## src/rtl/ob_xlate_pkg.sv

```systemverilog
package ob_xlate_pkg;
  localparam int REG_AW     = 12;
  localparam int WIN_STRIDE = 8;
  localparam int MIB_SHIFT  = 20;
  localparam int EN_BIT     = 0;
  localparam int SZ_BIT     = 1;

  localparam logic [REG_AW-1:0] BASE_LO_ADDR = 12'hD20;
  localparam logic [REG_AW-1:0] BASE_HI_ADDR = 12'hD24;
  localparam logic [REG_AW-1:0] TGT_LO_ADDR  = 12'hD40;
  localparam logic [REG_AW-1:0] TGT_HI_ADDR  = 12'hD44;

  typedef struct packed {
    logic [31:0] hi;
    logic [31:0] lo;
  } word_pair_t;

  function automatic logic [REG_AW-1:0] win_reg(input logic [REG_AW-1:0] first, input int w);
    return first + REG_AW'(w * WIN_STRIDE);
  endfunction
endpackage

```

## src/rtl/ob_xlate_regs.sv

```systemverilog
module ob_xlate_regs
  import ob_xlate_pkg::*;
#(
  parameter int NUM_WIN = 2
) (
  input  logic                     clk,
  input  logic                     rst,
  input  logic                     wr,
  input  logic                     rd,
  input  logic [REG_AW-1:0]        addr,
  input  logic [31:0]              wdata,
  output logic [31:0]              rdata,
  output word_pair_t [NUM_WIN-1:0] base,
  output word_pair_t [NUM_WIN-1:0] tgt
);
  logic [31:0] rd_mux;

  always_ff @(posedge clk) begin
    if (rst) begin
      base <= '0;
      tgt  <= '0;
    end else if (wr) begin
      for (int w = 0; w < NUM_WIN; w++) begin
        if (addr == win_reg(BASE_LO_ADDR, w)) base[w].lo <= wdata;
        if (addr == win_reg(BASE_HI_ADDR, w)) base[w].hi <= wdata;
        if (addr == win_reg(TGT_LO_ADDR, w))  tgt[w].lo  <= wdata;
        if (addr == win_reg(TGT_HI_ADDR, w))  tgt[w].hi  <= wdata;
      end
    end
  end

  always_comb begin
    rd_mux = '0;
    for (int w = 0; w < NUM_WIN; w++) begin
      if (addr == win_reg(BASE_LO_ADDR, w)) rd_mux = base[w].lo;
      if (addr == win_reg(BASE_HI_ADDR, w)) rd_mux = base[w].hi;
      if (addr == win_reg(TGT_LO_ADDR, w))  rd_mux = tgt[w].lo;
      if (addr == win_reg(TGT_HI_ADDR, w))  rd_mux = tgt[w].hi;
    end
  end

  always_ff @(posedge clk) begin
    if (rst)     rdata <= '0;
    else if (rd) rdata <= rd_mux;
  end
endmodule

```

## src/rtl/ob_xlate_match.sv

```systemverilog
module ob_xlate_match
  import ob_xlate_pkg::*;
#(
  parameter int NUM_WIN   = 2,
  parameter int WIN_SHIFT = 27,
  parameter int WIN_IW    = 1
) (
  input  logic [63:0]              int_addr,
  input  word_pair_t [NUM_WIN-1:0] base,
  input  word_pair_t [NUM_WIN-1:0] tgt,
  output logic                     hit,
  output logic [WIN_IW-1:0]        win,
  output logic [63:0]              pci
);
  logic [NUM_WIN-1:0]        in_win;
  logic [NUM_WIN-1:0][63:0]  pci_w;
  logic [NUM_WIN-1:0]        unused_low;

  for (genvar w = 0; w < NUM_WIN; w++) begin : g_win
    logic [63:0] rbase;
    logic [63:0] tbase;
    assign rbase     = {base[w].hi, base[w].lo};
    assign tbase     = {tgt[w].hi, tgt[w].lo};
    assign in_win[w] = base[w].lo[EN_BIT] &&
                       (int_addr[63:WIN_SHIFT] == rbase[63:WIN_SHIFT]);
    assign pci_w[w]  = {tbase[63:WIN_SHIFT], int_addr[WIN_SHIFT-1:0]};
    assign unused_low[w] = ^{rbase[WIN_SHIFT-1:0], tbase[WIN_SHIFT-1:0]};
  end

  // lowest index wins: scan downward so the last assignment is window 0
  always_comb begin
    hit = 1'b0;
    win = '0;
    pci = '0;
    for (int i = NUM_WIN - 1; i >= 0; i--) begin
      if (in_win[i]) begin
        hit = 1'b1;
        win = WIN_IW'(i);
        pci = pci_w[i];
      end
    end
  end
endmodule

```

## src/rtl/ob_xlate.sv

```systemverilog
module ob_xlate
  import ob_xlate_pkg::*;
#(
  parameter int                AXI_AW       = 40,
  parameter logic [AXI_AW-1:0] AXI_OFFSET   = AXI_AW'(64'h4000_0000),
  parameter int                WIN_MIB_LOG2 = 7,
  parameter int                NUM_WIN      = 2,
  localparam int               WIN_SHIFT    = MIB_SHIFT + WIN_MIB_LOG2,
  localparam int               WIN_IW       = (NUM_WIN > 1) ? $clog2(NUM_WIN) : 1
) (
  input  logic              clk,
  input  logic              rst,
  input  logic              reg_wr,
  input  logic              reg_rd,
  input  logic [11:0]       reg_addr,
  input  logic [31:0]       reg_wdata,
  output logic [31:0]       reg_rdata,
  input  logic              req_valid,
  input  logic [AXI_AW-1:0] req_axi_addr,
  output logic              rsp_valid,
  output logic              rsp_hit,
  output logic              rsp_miss,
  output logic              rsp_below_ofs,
  output logic [WIN_IW-1:0] rsp_win,
  output logic [63:0]       rsp_pci_addr
);
  word_pair_t [NUM_WIN-1:0] base;
  word_pair_t [NUM_WIN-1:0] tgt;

  logic              req_q;
  logic [AXI_AW-1:0] addr_q;
  logic              below;
  logic [63:0]       int_addr;
  logic              m_hit;
  logic [WIN_IW-1:0] m_win;
  logic [63:0]       m_pci;

  ob_xlate_regs #(.NUM_WIN(NUM_WIN)) u_regs (
    .clk   (clk),
    .rst   (rst),
    .wr    (reg_wr),
    .rd    (reg_rd),
    .addr  (reg_addr),
    .wdata (reg_wdata),
    .rdata (reg_rdata),
    .base  (base),
    .tgt   (tgt)
  );

  always_ff @(posedge clk) begin
    if (rst) begin
      req_q  <= 1'b0;
      addr_q <= '0;
    end else begin
      req_q <= req_valid;
      if (req_valid) addr_q <= req_axi_addr;
    end
  end

  assign below    = addr_q < AXI_OFFSET;
  assign int_addr = 64'(addr_q - AXI_OFFSET);

  ob_xlate_match #(
    .NUM_WIN   (NUM_WIN),
    .WIN_SHIFT (WIN_SHIFT),
    .WIN_IW    (WIN_IW)
  ) u_match (
    .int_addr (int_addr),
    .base     (base),
    .tgt      (tgt),
    .hit      (m_hit),
    .win      (m_win),
    .pci      (m_pci)
  );

  assign rsp_valid     = req_q;
  assign rsp_below_ofs = req_q & below;
  assign rsp_hit       = req_q & ~below & m_hit;
  assign rsp_miss      = req_q & ~below & ~m_hit;
  assign rsp_win       = rsp_hit ? m_win : '0;
  assign rsp_pci_addr  = rsp_hit ? m_pci : '0;
endmodule

```

## config.mk

```make
export PLATFORM = sky130hd
export DESIGN_NAME = ob_xlate
export DESIGN_NICKNAME = d
export VERILOG_FILES = /design/src/rtl/ob_xlate_pkg.sv /design/src/rtl/ob_xlate_regs.sv /design/src/rtl/ob_xlate_match.sv /design/src/rtl/ob_xlate.sv
export SDC_FILE = /design/constraint.sdc
export NUM_CORES = 1
export LEC_CHECK = 0
export ABC_AREA = 1
export BUFFER_PORTS_ARGS = -buffer_cell sky130_fd_sc_hd__buf_2
export CAP_MARGIN = 20
export CORE_AREA = 2 2 224 226
export CTS_CLUSTER_DIAMETER = 200
export DETAILED_ROUTE_END_ITERATION = 10
export DIE_AREA = 0 0 226 228
export SYNTH_ARGS = -nofsm -noshare
export SYNTH_HDL_FRONTEND = slang
export SYNTH_HIERARCHICAL = 1
export SYNTH_SLANG_ARGS = --single-unit
```

## constraint.sdc

```tcl
create_clock -name clk -period 6.8 [get_ports clk]
set_input_delay 0.68 -clock clk [delete_from_list [all_inputs] [get_ports clk]]
set_output_delay 0.68 -clock clk [all_outputs]
set_load 0.05 [all_outputs]
```

==> impl_metrics.py, run 1 <==
metrics = {
    "timing": {
        "report.final.setup_viol": 0,
        "max_freq_mhz": 177,
        "totalNegativeSetupSlack_ns": 0,
        "slew_limit_fails": 0,
        "finalCritPeriodShare_pct": 83.3,
        "finClkSkew_ns": 0.0154,
        "relSlewSlack_pct": 28.3,
        "hold_viol_final": 0,
        "setup_ws_ns": 1.13,
        "grt_setup_unrepaired": "no",
        "max_slew.worst_pin.slew_ns": 1.07,
        "layout_min_cycle_time_ns": 5.67,
    },
    "setup_path": {
        "arrival_ns": 4.99,
        "worst_path_dominant_cell_family": "simple AND/OR/NAND/NOR gates",
        "crit_type": "reg -> out",
        "cp_max_fo": 66,
        "timing.critical_path.slowest_cell_delay_ns": 0.61,
        "worst_ep_required_time_ns": 6.12,
        "sort_of_element_at_the_end_of_the_critical_path": "output port",
        "slowest_stage": "sky130_fd_sc_hd__nand3_4",
        "critical_path.cell_chain": "inv_1 -> ha_1 -> inv_1 -> nor2_1 -> nand3_1 -> nor3_4 -> buf_4 -> inv_1 -> nand2_1 -> nand2_1 -> nor2_1 -> nand2_1 -> nor2_1 -> nand3_1 -> nor2_4 -> nor2_2 -> buf_8 -> inv_1 -> nand3_4 -> nor2_1 -> buf_2",
        "critPathLaunchType": "flip-flop",
        "worstPathBufferInverterCount": 7,
    },
    "route": {
        "drt_pre_antenna_iters": 5,
        "detail_route.iter0.violations": 1539,
        "dr_total_vias": 17000,
        "count_of_unresolved_drc_violations_after_routing": 0,
        "number_of_nets_with_antenna_violations_after_detailed_routing": 0,
        "avgViaCountPerCell": 5.05,
        "postRouteWirelength_mm": 59.3,
        "routedWlPerCell_um": 17.6,
    },
    "clock_network": {
        "cts_num_sinks": 329,
        "master_cell_of_the_clock_root_buffer": "sky130_fd_sc_hd__clkbuf_16",
        "insertion_delay_ns": 0.56,
        "h_tree_depth": 2,
        "cts_setup_buffers": 0,
        "tritoncts_clock_tree": "built",
        "clkSlewWorstSetupHoldPaths_ns": 0.06,
        "cts_hold_buffers": 0,
        "cts-buffers-inserted": 39,
        "clk_path_buf_depth": 3,
        "post_cts_resize_count": 0,
    },
    "floorplanning": {
        "die-height_um": 228,
        "fp.dieW_um": 226,
        "initial_utilization_pct": 34.5,
        "floorplan.io_pins": 190,
        "design.die.area_mm2": 0.0515,
        "placement_rows": 82,
        "core_area_mm2": 0.0493,
    },
    "logic_synthesis": {
        "yosysWarnings": 6,
        "synth_cells": 2604,
        "mappedNetlistArea_mm2": 0.0170,
        "ys_seq_area_share_pct": 38.7,
        "synth.ff_latch_count": 329,
        "syn_nets": 2694,
        "synthesis.area_per_instance_um2": 6.53,
        "synth.distinct_cells": 31,
    },
    "global_route": {
        "globalRouteTotalUtil_pct": 22.8,
        "grt-ovfl-total": 0,
        "via_count_of_the_first_global_routing_pass": 15800,
        "grt_start_max_net_pins": 163,
        "first_pass_grt_wire_length_mm": 91.9,
        "initial_antenna_violation_count": 4,
    },
    "finish": {
        "drive_gt1_share_pct": 12.5,
        "layout.nets": 2752,
        "syn2layout_area_growth_pct": 14.0,
        "layout_commonest_cell": "sky130_fd_sc_hd__nor2_1",
        "n_fill_cell": 5216,
        "layout.cell_area.non_filler_mm2": 0.0194,
        "layout.cells.most_common_list": "sky130_fd_sc_hd__nor2_1 (604), sky130_fd_sc_hd__nand2_1 (482), sky130_fd_sc_hd__dfxtp_1 (329), sky130_fd_sc_hd__inv_1 (327), sky130_fd_sc_hd__buf_2 (188)",
        "number_of_standard_cells_in_the_final_layout_excluding_fillers": 3359,
    },
    "placed_design": {
        "pre_cts_slack_ns": 1.62,
        "placedInstanceArea_mm2": 0.0181,
        "place.port_buffers": 189,
        "dpl.cell_count": 3292,
        "routability_driven_placement_congestion_ratio": 0.911,
        "hpwl_mm": 39.1,
    },
    "pwr": {
        "seqPwrFrac_pct": 44.8,
        "leakage_nw": 7.57,
        "p_int_mw": 3.31,
        "pwr-share-clk_pct": 48.7,
        "power.ir.vdd_worst_uv": 139,
        "cellPowerDensity_mw_per_mm2": 225,
        "p_sw_share_pct": 24.0,
        "power_frac_comb_pct": 6.5,
        "power.net_switching_mw": 1.05,
    },
    "hold_path": {
        "worst_hold_path_type": "in -> reg",
    },
    "run": {
        "max_cap_viols": 0,
    },
    "status": {
        "outcome": "complete, no violations",
    },
}
## power by group through the flow
stage / combinational, mW / clock (mW) / sequential, mW
CTS: 0.281 / 2.16 / 1.95
detailed placement: 0.280 / 0 / 1.99
global route: 0.315 / 2.24 / 1.95
global placement: 0.277 / 0 / 1.99
finish: 0.283 / 2.12 / 1.95
floorplan: 0.193 / 0 / 1.99
## per-layer routing
layer / vias up / share of wire (%) / track usage (%)
met3: 102 / 6.9 / 4.22
met4: 2 / 2.7 / 7.82
met5: - / 0.022 / 0
met2: 528 / 46 / 36.5
met1: 7981 / 44 / 30.5
li1: 8355 / - / -
## cell type report
cell class	instances	area, um2	share of cell area, %
multi-input cells	1740	8210	42.4
flip-flops and latches	329	6590	34.0
inverters	340	1280	6.58
repair buffers	212	1190	6.13
clock buffers	57	1170	6.02
well taps	672	841	4.34
clock inverters	6	105	0.542
diodes	3	7.51	0.0387
## sequential cells by signal, summed over array words and instances (netlist names)
name,count
addr_q,40
rsp_valid,1
u_regs/base,128
u_regs/rdata,32
u_regs/tgt,128
## worst register-to-register path, delay by kind of cell (launching register included)
family           cells  cell delay, ns
AND/OR/NAND/NOR      5            0.70
flip-flops           1            0.35
AO/OA/AOI/OAI        1            0.08
## Yosys cell counts
master	count	area share, %
sky130_fd_sc_hd__nand3_2	4	0.24
sky130_fd_sc_hd__nor2_1	604	13
sky130_fd_sc_hd__o21ai_0	17	0.50
sky130_fd_sc_hd__nor2_2	13	0.48
sky130_fd_sc_hd__xnor2_1	8	0.41
sky130_fd_sc_hd__ha_1	1	0.074
sky130_fd_sc_hd__a21boi_0	1	0.044
sky130_fd_sc_hd__buf_12	3	0.35
sky130_fd_sc_hd__buf_6	6	0.40
sky130_fd_sc_hd__clkbuf_1	63	1.4
sky130_fd_sc_hd__nor3_2	23	1.4
sky130_fd_sc_hd__nand2_2	7	0.26
sky130_fd_sc_hd__a211oi_1	134	5.9
sky130_fd_sc_hd__buf_4	11	0.49
sky130_fd_sc_hd__nor2_4	7	0.46
sky130_fd_sc_hd__xor2_1	14	0.72
sky130_fd_sc_hd__o21ai_1	3	0.088
sky130_fd_sc_hd__clkbuf_8	4	0.32
sky130_fd_sc_hd__dfxtp_1	329	39
sky130_fd_sc_hd__inv_2	12	0.26
sky130_fd_sc_hd__a21oi_1	69	2.0
sky130_fd_sc_hd__buf_2	70	2.1
sky130_fd_sc_hd__nand4_1	126	4.6
sky130_fd_sc_hd__nand2_1	483	11
sky130_fd_sc_hd__nor3_1	110	3.2
sky130_fd_sc_hd__a21boi_1	1	0.044
sky130_fd_sc_hd__o211ai_1	2	0.088
sky130_fd_sc_hd__inv_1	327	7.2
sky130_fd_sc_hd__nand3_1	113	3.3
sky130_fd_sc_hd__buf_1	38	0.84
sky130_fd_sc_hd__clkinv_1	1	0.022
## through the flow
| step | total power [mW] | hold WS (ns) | util (%) |
|---|---|---|---|
| final | 4.36 | 0.384 | 39.3 |
| after global routing | 4.51 | 0.367 | 39.3 |
| after CTS | 4.40 | 0.354 | 39.2 |
| after detailed placement | 2.27 | 0.442 | 36.6 |
| after global placement | 2.27 | 0.443 | 36.5 |
| after floorplan | 2.18 | 0.431 | - |
## cells by family after synthesis
| logic type | synth area share, % |
|---|---|
| AND/OR/NAND/NOR | 38.0 |
| buffers and inverters | 13.4 |
| flip-flops | 38.7 |
| AO/OA/AOI/OAI | 8.71 |
| XOR/XNOR | 1.13 |
| adder cells (fa/ha/maj) | 0.0736 |
## worst paths after layout
kind / start / end / slack [ns] / cells after the start
setup / recovery: addr_q[30] / rsp_pci_addr[27] / 1.13 / 21
hold / removal: req_axi_addr[3] / addr_q[3] / 0.38 / 3
setup reg to reg: u_regs/base[44] / u_regs/rdata[12] / 5.52 / 6
hold reg to reg: u_regs/tgt[84] / u_regs/tgt[84] / 0.46 / 2
(Power assumes the default switching activity.)
==> run 2: changes to the inputs <==
==> constraint.sdc (replaced) <==
create_clock -name clk -period 5.7 [get_ports clk]
set_input_delay 0.57 -clock clk [delete_from_list [all_inputs] [get_ports clk]]
set_output_delay 0.57 -clock clk [all_outputs]
set_load 0.05 [all_outputs]
==> run 2 against run 1 <==
Net effect: utilization is 0.076 points lower; power rose by 18%; worst setup slack got worse by 0.30 ns; via count increased by 0.46%; final cell count about the same; hold slack lost 0.10 ns; largest power group unchanged; highest routed layer unchanged.
==> impl_metrics.py, run 2 (synthesis results as in run 1) <==
metrics = {
    "finish": {
        "drive_gt1_share_pct": 12.5,
        "layout.cells.most_common_list": "sky130_fd_sc_hd__nor2_1 (604), sky130_fd_sc_hd__nand2_1 (482), sky130_fd_sc_hd__dfxtp_1 (329), sky130_fd_sc_hd__inv_1 (327), sky130_fd_sc_hd__buf_2 (188)",
        "layout_commonest_cell": "sky130_fd_sc_hd__nor2_1",
        "layout.nets": 2753,
        "n_fill_cell": 5252,
        "layout_top_registers": "u_regs/base (128), u_regs/tgt (128), addr_q (40)",
        "layout.cell_area.non_filler_mm2": 0.0193,
        "final_util_pct": 39.2,
        "syn2layout_area_growth_pct": 13.8,
    },
    "global_route": {
        "first_pass_grt_wire_length_mm": 95.8,
        "met1_usage_pct": 31.9,
        "grt_start_max_net_pins": 139,
        "via_count_of_the_first_global_routing_pass": 16600,
        "globalRoute.busiestLayer": "met2",
        "grt-ovfl-total": 0,
        "initial_antenna_violation_count": 3,
        "gr-usage-met3_pct": 4.02,
        "globalRouteTotalUtil_pct": 23.7,
        "grt_use_met2_pct": 38.5,
    },
    "placed_design": {
        "placedInstanceArea_mm2": 0.0181,
        "routability_driven_placement_congestion_ratio": 0.907,
        "hpwl_mm": 40.7,
        "place.port_buffers": 189,
    },
    "setup_path": {
        "critPathLaunchType": "flip-flop",
        "slowest_stage": "sky130_fd_sc_hd__nand3_4",
        "reg2reg_slack_ns": 4.42,
        "r2r_cells": 6,
        "sort_of_element_at_the_end_of_the_critical_path": "output port",
        "crit_type": "reg -> out",
        "worst_r2r_startpoint": "u_regs/tgt[63]",
        "cp_max_fo": 62,
        "r2r-end": "u_regs/rdata[31]",
        "worst_ep_required_time_ns": 5.13,
        "arrival_ns": 4.30,
        "critical_path.cell_chain": "inv_1 -> ha_1 -> inv_1 -> nor2_1 -> nand3_1 -> nor3_4 -> buf_12 -> inv_1 -> nand2_1 -> nand2_1 -> nor2_1 -> nand2_1 -> nor2_1 -> nand3_1 -> nor2_4 -> nor2_2 -> inv_1 -> nand3_4 -> buf_12 -> nor2_1 -> buf_2",
        "timing.critical_path.slowest_cell_delay_ns": 0.37,
    },
    "clock_network": {
        "insertion_delay_ns": 0.55,
        "tritoncts_clock_tree": "built",
        "clkSlewWorstSetupHoldPaths_ns": 0.05,
        "cts_setup_buffers": 0,
        "cts_num_sinks": 329,
        "post_cts_resize_count": 0,
        "h_tree_depth": 2,
        "cts-buffers-inserted": 39,
        "cts_hold_buffers": 0,
        "master_cell_of_the_clock_root_buffer": "sky130_fd_sc_hd__clkbuf_16",
        "clk_path_buf_depth": 3,
    },
    "floorplanning": {
        "core_area_mm2": 0.0493,
        "fp.dieW_um": 226,
        "initial_utilization_pct": 34.5,
        "die-height_um": 228,
        "design.die.area_mm2": 0.0515,
        "placement_rows": 82,
        "floorplan.io_pins": 190,
    },
    "route": {
        "number_of_nets_with_antenna_violations_after_detailed_routing": 0,
        "postRouteWirelength_mm": 61.5,
        "drt_pre_antenna_iters": 7,
        "avgViaCountPerCell": 5.07,
        "routedWlPerCell_um": 18.3,
        "dr_total_vias": 17000,
        "detail_route.iter0.violations": 1634,
        "count_of_unresolved_drc_violations_after_routing": 0,
    },
    "timing": {
        "finClkSkew_ns": 0.0180,
        "totalNegativeSetupSlack_ns": 0,
        "layout_min_cycle_time_ns": 4.87,
        "grt_setup_unrepaired": "no",
        "hold_viol_final": 0,
        "report.final.setup_viol": 0,
        "relSlewSlack_pct": 26.9,
        "max_freq_mhz": 205,
        "slew_limit_fails": 0,
        "max_slew.worst_pin.slew_ns": 1.09,
        "finalCritPeriodShare_pct": 85.4,
    },
    "pwr": {
        "power.ir.vdd_worst_uv": 182,
        "leakage_nw": 7.55,
        "cellPowerDensity_mw_per_mm2": 267,
        "power.total_mw": 5.16,
    },
    "status": {
        "outcome": "complete, no violations",
    },
    "run": {
        "max_cap_viols": 0,
    },
    "hold_path": {
        "worstHoldPathCells": 3,
        "min_to": "addr_q[16]",
        "min-delay-start": "req_axi_addr[16]",
        "worst_hold_path_type": "in -> reg",
    },
}
run 2: cell types whose count changed in the layout (fill, tap and decap cells not counted):
cell / delta
sky130_fd_sc_hd__buf_12: +2
sky130_fd_sc_hd__buf_16: -2
sky130_fd_sc_hd__buf_4: +2
sky130_fd_sc_hd__clkbuf_1: +2
sky130_fd_sc_hd__diode_2: -2
sky130_fd_sc_hd__buf_8: -1
sky130_fd_sc_hd__bufinv_16: -1
sky130_fd_sc_hd__clkinv_2: +1
run 2: power breakdown:
group | total, mW | switching, mW | leakage, nW | internal, mW
sequential | 2.33 | 0.0122 | 2.66 | 2.32
combinational | 0.345 | 0.252 | 4.28 | 0.0928
clock | 2.48 | 0.983 | 0.618 | 1.50
total | 5.16 | 1.25 | 7.55 | 3.91
run 2: worst max-delay path by stage:
stage | start | slack (ns) | endpoint
3_3_place_gp | addr_q[30] | 1.49 | rsp_pci_addr[31]
3_5_place_dp | addr_q[30] | 1.35 | rsp_pci_addr[63]
2_1_floorplan | addr_q[30] | 0.70 | rsp_pci_addr[54]
6_report | addr_q[30] | 0.83 | rsp_pci_addr[63]
4_1_cts | addr_q[30] | 0.77 | rsp_pci_addr[63]
5_1_grt | addr_q[30] | 0.43 | rsp_pci_addr[63]
run 2: area by class of cell:
type                       count  area [um2]  share of cell area [%]
multi-input combinational   1740        8210                    42.4
sequential                   329        6590                    34.0
inverter                     340        1280                    6.60
clock buffer                  59        1170                    6.07
timing repair buffer         213        1170                    6.07
tap                          672         841                    4.35
clock inverter                 6        80.1                   0.414
antenna                        1        2.50                  0.0129
run 2: critical path, delay by kind of cell (launching register included):
kind | cells | cell delay, ns
fa+ha+maj | 1 | 0.17
buf+inv | 7 | 1.36
flops | 1 | 0.29
simple gates | 13 | 1.89
run 2: metrics by stage:
| stage | worst slack, ns | std cells | hold slack, ns |
|---|---|---|---|
| 6_report | 0.830 | 3360 | 0.284 |
| 5_1_grt | 0.430 | 3359 | 0.267 |
| 3_5_place_dp | 1.35 | 3294 | 0.445 |
| 4_1_cts | 0.767 | 3359 | 0.255 |
| 2_1_floorplan | 0.696 | 2604 | 0.431 |
| 3_3_place_gp | 1.49 | 3294 | 0.443 |
run 2: per-layer routing:
metal	share of wire, %	vias to the layer above
li1	-	8367
met1	45	7976
met2	46	615
met3	7.0	84
met4	2.3	4
met5	0.044	-
==> run 3: changes to the inputs <==
==> constraint.sdc (replaced) <==
create_clock -name clk -period 5.7 [get_ports clk]
set_input_delay 0 -clock clk [delete_from_list [all_inputs] [get_ports clk]]
set_output_delay 0 -clock clk [all_outputs]
set_load 0.05 [all_outputs]
==> run 3 against run 2 <==
Net effect: worst setup slack got worse by 0.25 ns; clock skew fell by 0.0016 ns; critical path type unchanged; power up 3.4%; largest power group unchanged; largest cell class unchanged; non-clock buffer count up 104.
==> impl_metrics.py, run 3 (synthesis results as in run 1) <==
metrics = {
    "timing": {
        "totalNegativeSetupSlack_ns": 0,
        "finClkSkew_ns": 0.0164,
        "report.final.setup_viol": 0,
        "finalCritPeriodShare_pct": 89.9,
        "relSlewSlack_pct": 24.2,
        "hold_viol_final": 0,
        "slew_limit_fails": 0,
        "max_slew.worst_pin.slew_ns": 1.14,
        "layout_min_cycle_time_ns": 5.12,
        "max_freq_mhz": 195,
        "grt_setup_unrepaired": "no",
        "timing.hold.ws_ns": 0.0190,
    },
    "floorplanning": {
        "placement_rows": 82,
        "die-height_um": 228,
        "design.die.area_mm2": 0.0515,
        "initial_utilization_pct": 34.5,
        "floorplan.io_pins": 190,
        "core_area_mm2": 0.0493,
        "fp.dieW_um": 226,
    },
    "setup_path": {
        "arrival_ns": 5.12,
        "worst_setup_path_startpoint": "addr_q[30]",
        "worst_r2r_startpoint": "u_regs/base[41]",
        "timing.critical_path.slowest_cell_delay_ns": 0.62,
        "reg2reg_slack_ns": 4.42,
        "critPathLaunchType": "flip-flop",
        "critPathCapture": "rsp_pci_addr[12]",
        "worst_ep_required_time_ns": 5.70,
        "critical_path.cell_chain": "inv_1 -> ha_1 -> inv_1 -> nor2_1 -> nand3_1 -> nor3_4 -> buf_4 -> inv_1 -> nand2_1 -> o21ai_0 -> nor2_1 -> nand2_1 -> nor2_1 -> nand2_1 -> nor2_4 -> nor2_2 -> buf_4 -> inv_1 -> nand3_4 -> nor2_1 -> buf_2",
        "cp_max_fo": 66,
        "r2r_cells": 6,
        "r2r-end": "u_regs/rdata[9]",
        "sort_of_element_at_the_end_of_the_critical_path": "output port",
        "crit_type": "reg -> out",
        "slowest_stage": "sky130_fd_sc_hd__nand3_4",
    },
    "finish": {
        "n_fill_cell": 5142,
        "layout.nets": 2858,
        "layout.cells.most_common_list": "sky130_fd_sc_hd__nor2_1 (604), sky130_fd_sc_hd__nand2_1 (482), sky130_fd_sc_hd__dfxtp_1 (329), sky130_fd_sc_hd__inv_1 (327), sky130_fd_sc_hd__buf_2 (188)",
        "num_antenna_cells": 0,
        "final_util_pct": 41.5,
        "number_of_standard_cells_in_the_final_layout_excluding_fillers": 3471,
        "drive_gt1_share_pct": 12.5,
        "layout_top_registers": "u_regs/base (128), u_regs/tgt (128), addr_q (40)",
        "layout_commonest_cell": "sky130_fd_sc_hd__nor2_1",
        "syn2layout_area_growth_pct": 20.4,
    },
    "global_route": {
        "grt-ovfl-total": 0,
        "initial_antenna_violation_count": 0,
        "globalRouteTotalUtil_pct": 23.7,
        "first_pass_grt_wire_length_mm": 95.4,
        "via_count_of_the_first_global_routing_pass": 16600,
        "grt_start_max_net_pins": 163,
    },
    "pwr": {
        "power_frac_comb_pct": 7.5,
        "power.net_switching_mw": 1.30,
        "leakage_nw": 7.99,
        "power.ir.vdd_worst_uv": 165,
        "power.total_mw": 5.33,
        "p_int_mw": 4.04,
        "seqPwrFrac_pct": 43.7,
        "p_sw_share_pct": 24.3,
        "cellPowerDensity_mw_per_mm2": 261,
        "pwr-share-clk_pct": 48.8,
    },
    "route": {
        "number_of_nets_with_antenna_violations_after_detailed_routing": 0,
        "count_of_unresolved_drc_violations_after_routing": 0,
        "dr_total_vias": 17400,
        "avgViaCountPerCell": 5.01,
        "routedWlPerCell_um": 17.8,
        "detail_route.iter0.violations": 1562,
        "postRouteWirelength_mm": 61.8,
        "drt_pre_antenna_iters": 5,
    },
    "clock_network": {
        "insertion_delay_ns": 0.56,
        "clk_path_buf_depth": 3,
        "cts_setup_buffers": 0,
        "h_tree_depth": 2,
        "master_cell_of_the_clock_root_buffer": "sky130_fd_sc_hd__clkbuf_16",
        "cts-buffers-inserted": 40,
        "clkSlewWorstSetupHoldPaths_ns": 0.06,
        "cts_num_sinks": 329,
        "tritoncts_clock_tree": "built",
    },
    "hold_path": {
        "worst_hold_path_type": "in -> reg",
    },
    "placed_design": {
        "dpl.cell_count": 3294,
        "routability_driven_placement_congestion_ratio": 0.916,
        "hpwl_mm": 39.5,
        "place.port_buffers": 189,
    },
    "status": {
        "outcome": "complete, no violations",
    },
    "run": {
        "max_cap_viols": 0,
    },
}
==> run 3: cell types whose count changed in the layout (fill, tap and decap cells not counted), sizes merged <==
cell | before | now
bufinv | 2 | 4
inv | 339 | 341
clkinv | 5 | 12
dlygate4sd3 | 0 | 103
clkbuf | 59 | 53
buf | 213 | 214
diode | 1 | 0
clkinvlp | 0 | 3
==> run 3: what timing repair did <==
item	in CTS	in global routing
hold buffers	103	0
endpoints found under the hold margin	297	0
resized for setup	0	0
==> run 3: critical path, delay by kind of cell (launching register included) <==
| kind | cells | cell delay, ns |
|---|---|---|
| flops | 1 | 0.29 |
| compound gates | 1 | 0.09 |
| fa+ha+maj | 1 | 0.17 |
| buf+inv | 7 | 1.61 |
| simple gates | 12 | 2.36 |
==> run 3: through the flow <==
step | worst slack [ns] | area, um2
finish | 0.576 | 20500
global route | 0.104 | 20500
CTS | 0.589 | 20400
detailed placement | 1.20 | 18100
global placement | 1.36 | 18000
floorplan | 0.430 | 17000
==> run 3: cell type report <==
| class | count | area, um2 | share of cell area [%] |
|---|---|---|---|
| well taps | 672 | 841 | 4.11 |
| clock inverters | 20 | 215 | 1.05 |
| inverters | 340 | 1280 | 6.24 |
| flip-flops and latches | 329 | 6590 | 32.2 |
| clock buffers | 53 | 1130 | 5.53 |
| multi-input cells | 1740 | 8210 | 40.1 |
| repair buffers | 317 | 2210 | 10.8 |
==> run 3: worst min path at each step <==
stage | startpoint | endpoint | slack [ns] | depth (start not counted)
6_report | rst | rsp_valid | 0.02 | 2
5_1_grt | req_valid | addr_q[36] | 0.07 | 3
4_1_cts | req_valid | addr_q[36] | 0.02 | 3
3_5_place_dp | req_axi_addr[17] | addr_q[17] | 0.26 | 3
3_3_place_gp | req_axi_addr[17] | addr_q[17] | 0.26 | 3
2_1_floorplan | req_axi_addr[39] | addr_q[39] | 0.14 | 2
==> run 3: power by group through the flow <==
stage	clock network (mW)	registers, mW	logic [mW]
global route	2.75	2.33	0.443
finish	2.60	2.33	0.400
CTS	2.66	2.33	0.397
floorplan	0	2.38	0.230
global placement	0	2.38	0.336
detailed placement	0	2.38	0.339
==> run 3: metal layers <==
metal | vias up | track usage (%) | part of all wire (%)
met5 | - | 0 | 0
met4 | 0 | 8.15 | 3.0
met3 | 112 | 3.22 | 5.9
met2 | 565 | 39.2 | 47
met1 | 8143 | 31.6 | 44
li1 | 8573 | - | -
